===== src/rtl/trc_pkg.sv =====
package trc_pkg;
  // Matcher slots, in the order they are instantiated.
  localparam int M_FLT   = 0;
  localparam int M_STA   = 1;
  localparam int M_STP   = 2;
  localparam int N_MATCH = 3;

  typedef logic [N_MATCH-1:0] hit_vec_t;
endpackage


===== src/rtl/trc_cmd_match.sv =====
module trc_cmd_match #(
  parameter int OP_W   = 4,
  parameter int ID_W   = 5,
  parameter int ADDR_W = 36
) (
  input  logic [OP_W-1:0]       op_i,
  input  logic [ID_W-1:0]       src_i,
  input  logic [ID_W-1:0]       dst_i,
  input  logic [ADDR_W-1:0]     addr_i,
  input  logic [(1<<OP_W)-1:0]  op_en_i,
  input  logic [(1<<ID_W)-1:0]  src_en_i,
  input  logic [(1<<ID_W)-1:0]  dst_en_i,
  input  logic [ADDR_W-1:0]     adr_cmp_i,
  input  logic [ADDR_W-1:0]     adr_msk_i,
  output logic                  hit_o
);
  logic op_ok, src_ok, dst_ok, adr_ok;

  always_comb begin
    op_ok  = op_en_i[op_i];
    src_ok = src_en_i[src_i];
    dst_ok = dst_en_i[dst_i];
    // Only the bits selected by the care mask take part in the compare.
    adr_ok = ((addr_i ^ adr_cmp_i) & adr_msk_i) == '0;
    hit_o  = op_ok & src_ok & dst_ok & adr_ok;
  end
endmodule


===== src/rtl/trc_window.sv =====
module trc_window (
  input  logic clk,
  input  logic rst_n,
  input  logic trace_en_i,
  input  logic trig_en_i,
  input  logic sta_hit_i,   // already qualified by a live command
  input  logic stp_hit_i,
  output logic gate_o,      // recording allowed for the current command
  output logic win_o
);
  logic win_q, win_n, win_upd;

  // Next-state logic.
  always_comb begin
    win_n = win_q;
    if (!trace_en_i || !trig_en_i)
      win_n = 1'b0;
    else if (stp_hit_i && (win_q || sta_hit_i))
      win_n = 1'b0;
    else if (sta_hit_i)
      win_n = 1'b1;
  end

  assign win_upd = !trace_en_i || !trig_en_i || sta_hit_i || stp_hit_i;
  assign gate_o  = trig_en_i && (win_q || sta_hit_i);
  assign win_o   = win_q;

  // State register with explicit enable.
  always_ff @(posedge clk or negedge rst_n) begin
    if (!rst_n)
      win_q <= 1'b0;
    else if (win_upd)
      win_q <= win_n;
  end

  assert_start_opens_R5: assert property (@(posedge clk) disable iff (!rst_n)
    (trace_en_i && trig_en_i && sta_hit_i && !stp_hit_i) |=> win_q);

  assert_stop_closes_R7: assert property (@(posedge clk) disable iff (!rst_n)
    (trace_en_i && trig_en_i && stp_hit_i && win_q) |=> !win_q);

  assert_both_hit_closed_R8: assert property (@(posedge clk) disable iff (!rst_n)
    (trace_en_i && trig_en_i && sta_hit_i && stp_hit_i && !win_q) |=> !win_q);
endmodule


===== src/rtl/trc_capture_qual.sv =====
module trc_capture_qual
  import trc_pkg::*;
#(
  parameter int OP_W   = 4,
  parameter int ID_W   = 5,
  parameter int ADDR_W = 36,
  localparam int NOP   = 1 << OP_W,
  localparam int NID   = 1 << ID_W
) (
  input  logic              clk,
  input  logic              rst_n,
  input  logic              trace_en_i,
  input  logic              trig_en_i,
  input  logic              cmd_valid_i,
  input  logic              cmd_rsp_i,
  input  logic [OP_W-1:0]   cmd_op_i,
  input  logic [ID_W-1:0]   cmd_src_i,
  input  logic [ID_W-1:0]   cmd_dst_i,
  input  logic [ADDR_W-1:0] cmd_addr_i,
  input  logic [NOP-1:0]    flt_op_en_i,
  input  logic [NID-1:0]    flt_src_en_i,
  input  logic [NID-1:0]    flt_dst_en_i,
  input  logic [ADDR_W-1:0] flt_adr_cmp_i,
  input  logic [ADDR_W-1:0] flt_adr_msk_i,
  input  logic [NOP-1:0]    sta_op_en_i,
  input  logic [NID-1:0]    sta_src_en_i,
  input  logic [NID-1:0]    sta_dst_en_i,
  input  logic [ADDR_W-1:0] sta_adr_cmp_i,
  input  logic [ADDR_W-1:0] sta_adr_msk_i,
  input  logic [NOP-1:0]    stp_op_en_i,
  input  logic [NID-1:0]    stp_src_en_i,
  input  logic [NID-1:0]    stp_dst_en_i,
  input  logic [ADDR_W-1:0] stp_adr_cmp_i,
  input  logic [ADDR_W-1:0] stp_adr_msk_i,
  output logic              rec_o,
  output logic              win_o
);
  logic [N_MATCH-1:0][NOP-1:0]    m_op_en;
  logic [N_MATCH-1:0][NID-1:0]    m_src_en;
  logic [N_MATCH-1:0][NID-1:0]    m_dst_en;
  logic [N_MATCH-1:0][ADDR_W-1:0] m_cmp;
  logic [N_MATCH-1:0][ADDR_W-1:0] m_msk;
  hit_vec_t hit_raw, hit;
  logic cmd_live, gate, rec_n, rec_q;

  assign m_op_en[M_FLT]  = flt_op_en_i;
  assign m_src_en[M_FLT] = flt_src_en_i;
  assign m_dst_en[M_FLT] = flt_dst_en_i;
  assign m_cmp[M_FLT]    = flt_adr_cmp_i;
  assign m_msk[M_FLT]    = flt_adr_msk_i;
  assign m_op_en[M_STA]  = sta_op_en_i;
  assign m_src_en[M_STA] = sta_src_en_i;
  assign m_dst_en[M_STA] = sta_dst_en_i;
  assign m_cmp[M_STA]    = sta_adr_cmp_i;
  assign m_msk[M_STA]    = sta_adr_msk_i;
  assign m_op_en[M_STP]  = stp_op_en_i;
  assign m_src_en[M_STP] = stp_src_en_i;
  assign m_dst_en[M_STP] = stp_dst_en_i;
  assign m_cmp[M_STP]    = stp_adr_cmp_i;
  assign m_msk[M_STP]    = stp_adr_msk_i;

  // Idle cycles and responses never count as commands.
  assign cmd_live = cmd_valid_i && !cmd_rsp_i && trace_en_i;

  for (genvar g = 0; g < N_MATCH; g++) begin : g_match
    trc_cmd_match #(
      .OP_W   (OP_W),
      .ID_W   (ID_W),
      .ADDR_W (ADDR_W)
    ) i_match (
      .op_i      (cmd_op_i),
      .src_i     (cmd_src_i),
      .dst_i     (cmd_dst_i),
      .addr_i    (cmd_addr_i),
      .op_en_i   (m_op_en[g]),
      .src_en_i  (m_src_en[g]),
      .dst_en_i  (m_dst_en[g]),
      .adr_cmp_i (m_cmp[g]),
      .adr_msk_i (m_msk[g]),
      .hit_o     (hit_raw[g])
    );
    assign hit[g] = hit_raw[g] && cmd_live;
  end

  trc_window i_window (
    .clk        (clk),
    .rst_n      (rst_n),
    .trace_en_i (trace_en_i),
    .trig_en_i  (trig_en_i),
    .sta_hit_i  (hit[M_STA]),
    .stp_hit_i  (hit[M_STP]),
    .gate_o     (gate),
    .win_o      (win_o)
  );

  // Record decision (next state of the strobe).
  always_comb begin
    if (trig_en_i)
      rec_n = gate && (|hit);
    else
      rec_n = hit[M_FLT];
  end

  always_ff @(posedge clk or negedge rst_n) begin
    if (!rst_n)
      rec_q <= 1'b0;
    else
      rec_q <= rec_n;
  end

  assign rec_o = rec_q;

  assert_idle_rsp_dropped_R1: assert property (@(posedge clk) disable iff (!rst_n)
    (!cmd_valid_i || cmd_rsp_i) |=> !rec_o);

  assert_filter_only_R4: assert property (@(posedge clk) disable iff (!rst_n)
    (trace_en_i && !trig_en_i) |=> (rec_o == $past(hit[M_FLT])) && !win_o);

  assert_outside_window_R6: assert property (@(posedge clk) disable iff (!rst_n)
    (trig_en_i && !win_o && !hit[M_STA]) |=> !rec_o);

  assert_disabled_quiet_R9: assert property (@(posedge clk) disable iff (!rst_n)
    !trace_en_i |=> (!rec_o && !win_o));
endmodule


===== config.mk =====
export PLATFORM = sky130hd
export DESIGN_NAME = trc_capture_qual
export DESIGN_NICKNAME = d
export VERILOG_FILES = /design/src/rtl/trc_pkg.sv /design/src/rtl/trc_cmd_match.sv /design/src/rtl/trc_window.sv /design/src/rtl/trc_capture_qual.sv
export SDC_FILE = /design/constraint.sdc
export NUM_CORES = 1
export LEC_CHECK = 0
export BUFFER_PORTS_ARGS = -buffer_cell sky130_fd_sc_hd__buf_2
export CORE_AREA = 10 10 192 194
export CTS_BUF_LIST = sky130_fd_sc_hd__clkbuf_4
export DETAILED_ROUTE_END_ITERATION = 6
export DIE_AREA = 0 0 202 204
export GPL_ROUTABILITY_DRIVEN = 0
export GPL_TIMING_DRIVEN = 0
export HOLD_SLACK_MARGIN = 0.06
export PLACE_DENSITY = 0.34
export SLEW_MARGIN = 20
export SYNTH_ARGS = -nofsm -noshare
export SYNTH_HDL_FRONTEND = slang
export SYNTH_SLANG_ARGS = --single-unit

===== constraint.sdc =====
create_clock -name clk -period 1.62 [get_ports clk]
set_input_delay 0.081 -clock clk [delete_from_list [all_inputs] [get_ports clk]]
set_output_delay 0.081 -clock clk [all_outputs]
set_load 0.01 [all_outputs]

==> results.yml <==
cells_and_area:
  syn_to_final_growth_pct: 91.6
  final_common_cell: "buf_2"
  final_layout_size_suffix_gt1_share_pct: 69.7
  nets: 1374
  fill_cells: 3732
  fin_util_pct: 20.8
  fin_area_um2: 6900
  final_cell_mix: "buf_2, xor2_1, mux4_2"
floorplan:
  core-area_um2: 33100
  pin_count: 514
  initial_core_util_pct: 10.9
  chipWidth_um: 202
  die-area_um2: 41200
  row_count: 67
  die_h_um: 204
clocking:
  cts_tree: "built"
  cts.sinks: 2
  insertion_delay_ns: 0.22
  clk_path_buf_depth: 2
  cts_root_buf: "clkbuf_4"
  clkSlewWorstSetupHoldPaths_ns: 0.03
  cts_buffers: 3
  htree_levels: 1
global_routing:
  grt_pass1_wl_um: 43200
  grt_max_degree: 11
  antenna_found_initial: 15
  grt_use_total_pct: 14.3
  grt_pass1_vias: 6256
  grt.overflow.total: 0
setup_path:
  slowest_stage: "or4_4"
  crit_type: "input pin to register"
  crit_path_cell_trace: "buf_6 -> xor2_1 -> a22o_1 -> a221oi_2 -> nand4_1 -> or4_4 -> or4_4 -> a311oi_2"
  cp_data_required_time_ns: 1.74
  endpoint_kind: "register"
  path_max_fanout: 3
  crit_family: "simple AND/OR/NAND/NOR gates"
  cp_data_arrival_time_ns: 2.21
  crit_buf_inv: 1
  crit_top_cell: "or4_4"
  start_kind: "input pin"
  slowest_delay_ns: 0.49
timing:
  slew_violations: 0
  final_hold_viol_count: 0
  max_slew_margin_pct: 61.0
  fin_crit_sh_pct: 129
  min_period_ns: 2.10
  fmax_ghz: 0.477
  skew_ns: 0.00363
  tightest_slew_ns: 0.585
  finalSetupViolCount: 2
  worst_slack_ns: -0.476
  rsz0062_at_grt: "yes"
placement:
  placed_cell_area_um2: 6750
  hpwl_um: 29900
  io_buffers: 507
  post-place-ws_ns: -1.12
synth:
  synth_area_per_cell_um2: 10.3
  synth_edf_count: 0
  ys_seq_area_share_pct: 1.39
  synth-main-ff-cell: "dfrtp_1"
  synth_nets: 860
  async_flop_share_pct: 100
  ys_ff_latch: 2
  synthesis.instances: 348
  syn_area_um2: 3600
  synth_cell_types: 40
  yosysWarnings: 0
pwr:
  powerDensity_nw_per_um2: 279
  ir_drop_mv: 0.0874
  p_leak_nw: 3.45
  power_mw: 1.93
detailed_routing:
  via_per_inst: 3.99
  first_pass_iters: 4
  drc: 0
  drt-initial-drc-count: 167
  routed_wl_um: 31500
  vias: 5250
  ant_nets: 0
  wire_per_inst_um: 24.0
run:
  cap_viol_max_count: 0
run_status:
  violations: "negative setup slack"
  status: "finished, violations left"
hold_path:
  hold_path_class: "input pin to asynchronous set/reset pin"
## logic make-up (layout without fill, tap and decap cells)
group,after synthesis,count (layout),share of synthesized area [%]
compound gates,90,90,19.7
simple gates,43,43,6.74
xor+xnor,108,108,26.3
flops,2,2,1.39
buf+inv,23,535,3.82
mux,82,82,42.1
other cells,0,7,0
## cell type report
| type | instances | area, µm² | area share [%] |
|---|---|---|---|
| Multi-Input combinational cell | 323 | 3470 | 50.3 |
| Timing Repair Buffer | 509 | 2600 | 37.7 |
| Tap cell | 448 | 561 | 8.13 |
| Buffer | 18 | 158 | 2.29 |
| Sequential cell | 2 | 50.0 | 0.726 |
| Clock buffer | 3 | 22.5 | 0.327 |
| Inverter | 5 | 18.8 | 0.272 |
| Antenna cell | 7 | 17.5 | 0.254 |
## cell usage after synthesis (all sizes together) (2+ instances only)
cell	count	area [µm²]
clkbuf	6	22.5
a21oi	11	55.1
a22oi	34	255
a211oi	3	22.5
inv	4	15.0
a221oi	12	124
a222oi	3	30.0
a31oi	3	18.8
buf	12	96.3
or4	2	15.0
nand4	9	56.3
mux2i	23	230
nor2	7	26.3
nor2b	6	37.5
mux2	4	45.0
nand2	5	18.8
dfrtp	2	50.1
and3	3	18.8
nand3	5	25.0
a221o	5	50.1
a22o	12	105
mux4	55	1240
o21ai	3	15.0
xor2	108	946
## power breakdown
group          total (mW)  internal [mW]  switching (mW)
clock network       0.107         0.0815          0.0255
logic                1.77          0.990           0.779
registers          0.0504         0.0504    0.0000000395
total                1.93           1.12           0.804
## worst paths after layout
check / endpoint / start / slack (ns) / depth (start not counted)
setup / recovery: rec_o / cmd_addr_i[34] / -0.48 / 8
hold / removal: rec_o / rst_n / 0.20 / 2
setup reg to reg: i_window.win_o / i_window.win_o / 0.76 / 2
hold reg to reg: rec_o / i_window.win_o / 0.70 / 2
max in group asynchronous: i_window.win_o / rst_n / 1.32 / 2
min in group clk: i_window.win_o / trace_en_i / 0.21 / 2
## per-layer routing
| layer | up-vias | track usage, % | part of all wire [%] |
|---|---|---|---|
| li1 | 2490 | - | - |
| met1 | 2362 | 13.0 | 33 |
| met2 | 354 | 28.4 | 55 |
| met3 | 40 | 5.83 | 10 |
| met4 | 4 | 3.54 | 2.5 |
| met5 | - | 0 | 0.089 |
## flip-flops by register name, indices dropped and copies added (netlist names)
signal          cells
i_window.win_o      1
rec_o               1
## what timing repair did
item / CTS / global route
hold buffers: 1 / 0
hold endpoints to repair: 2 / 0
buffers inserted: 1 / 0
pin swaps: 2 / 3
gates resized for setup: 19 / 8
cloned: 0 / 0
endpoints found under the setup margin: 2 / 2
## metrics by stage
stage / std cells / hold WS [ns] / TNS, ns
CTS: 1308 / 0.211 / -1.06
global placement: 1303 / -0.129 / -1.95
finish: 1315 / 0.203 / -0.914
floorplan: 348 / -0.215 / -0.504
global route: 1313 / 0.221 / -1.08
detailed placement: 1303 / -0.130 / -1.99
Note: power is estimated with default switching activity, not from simulation.
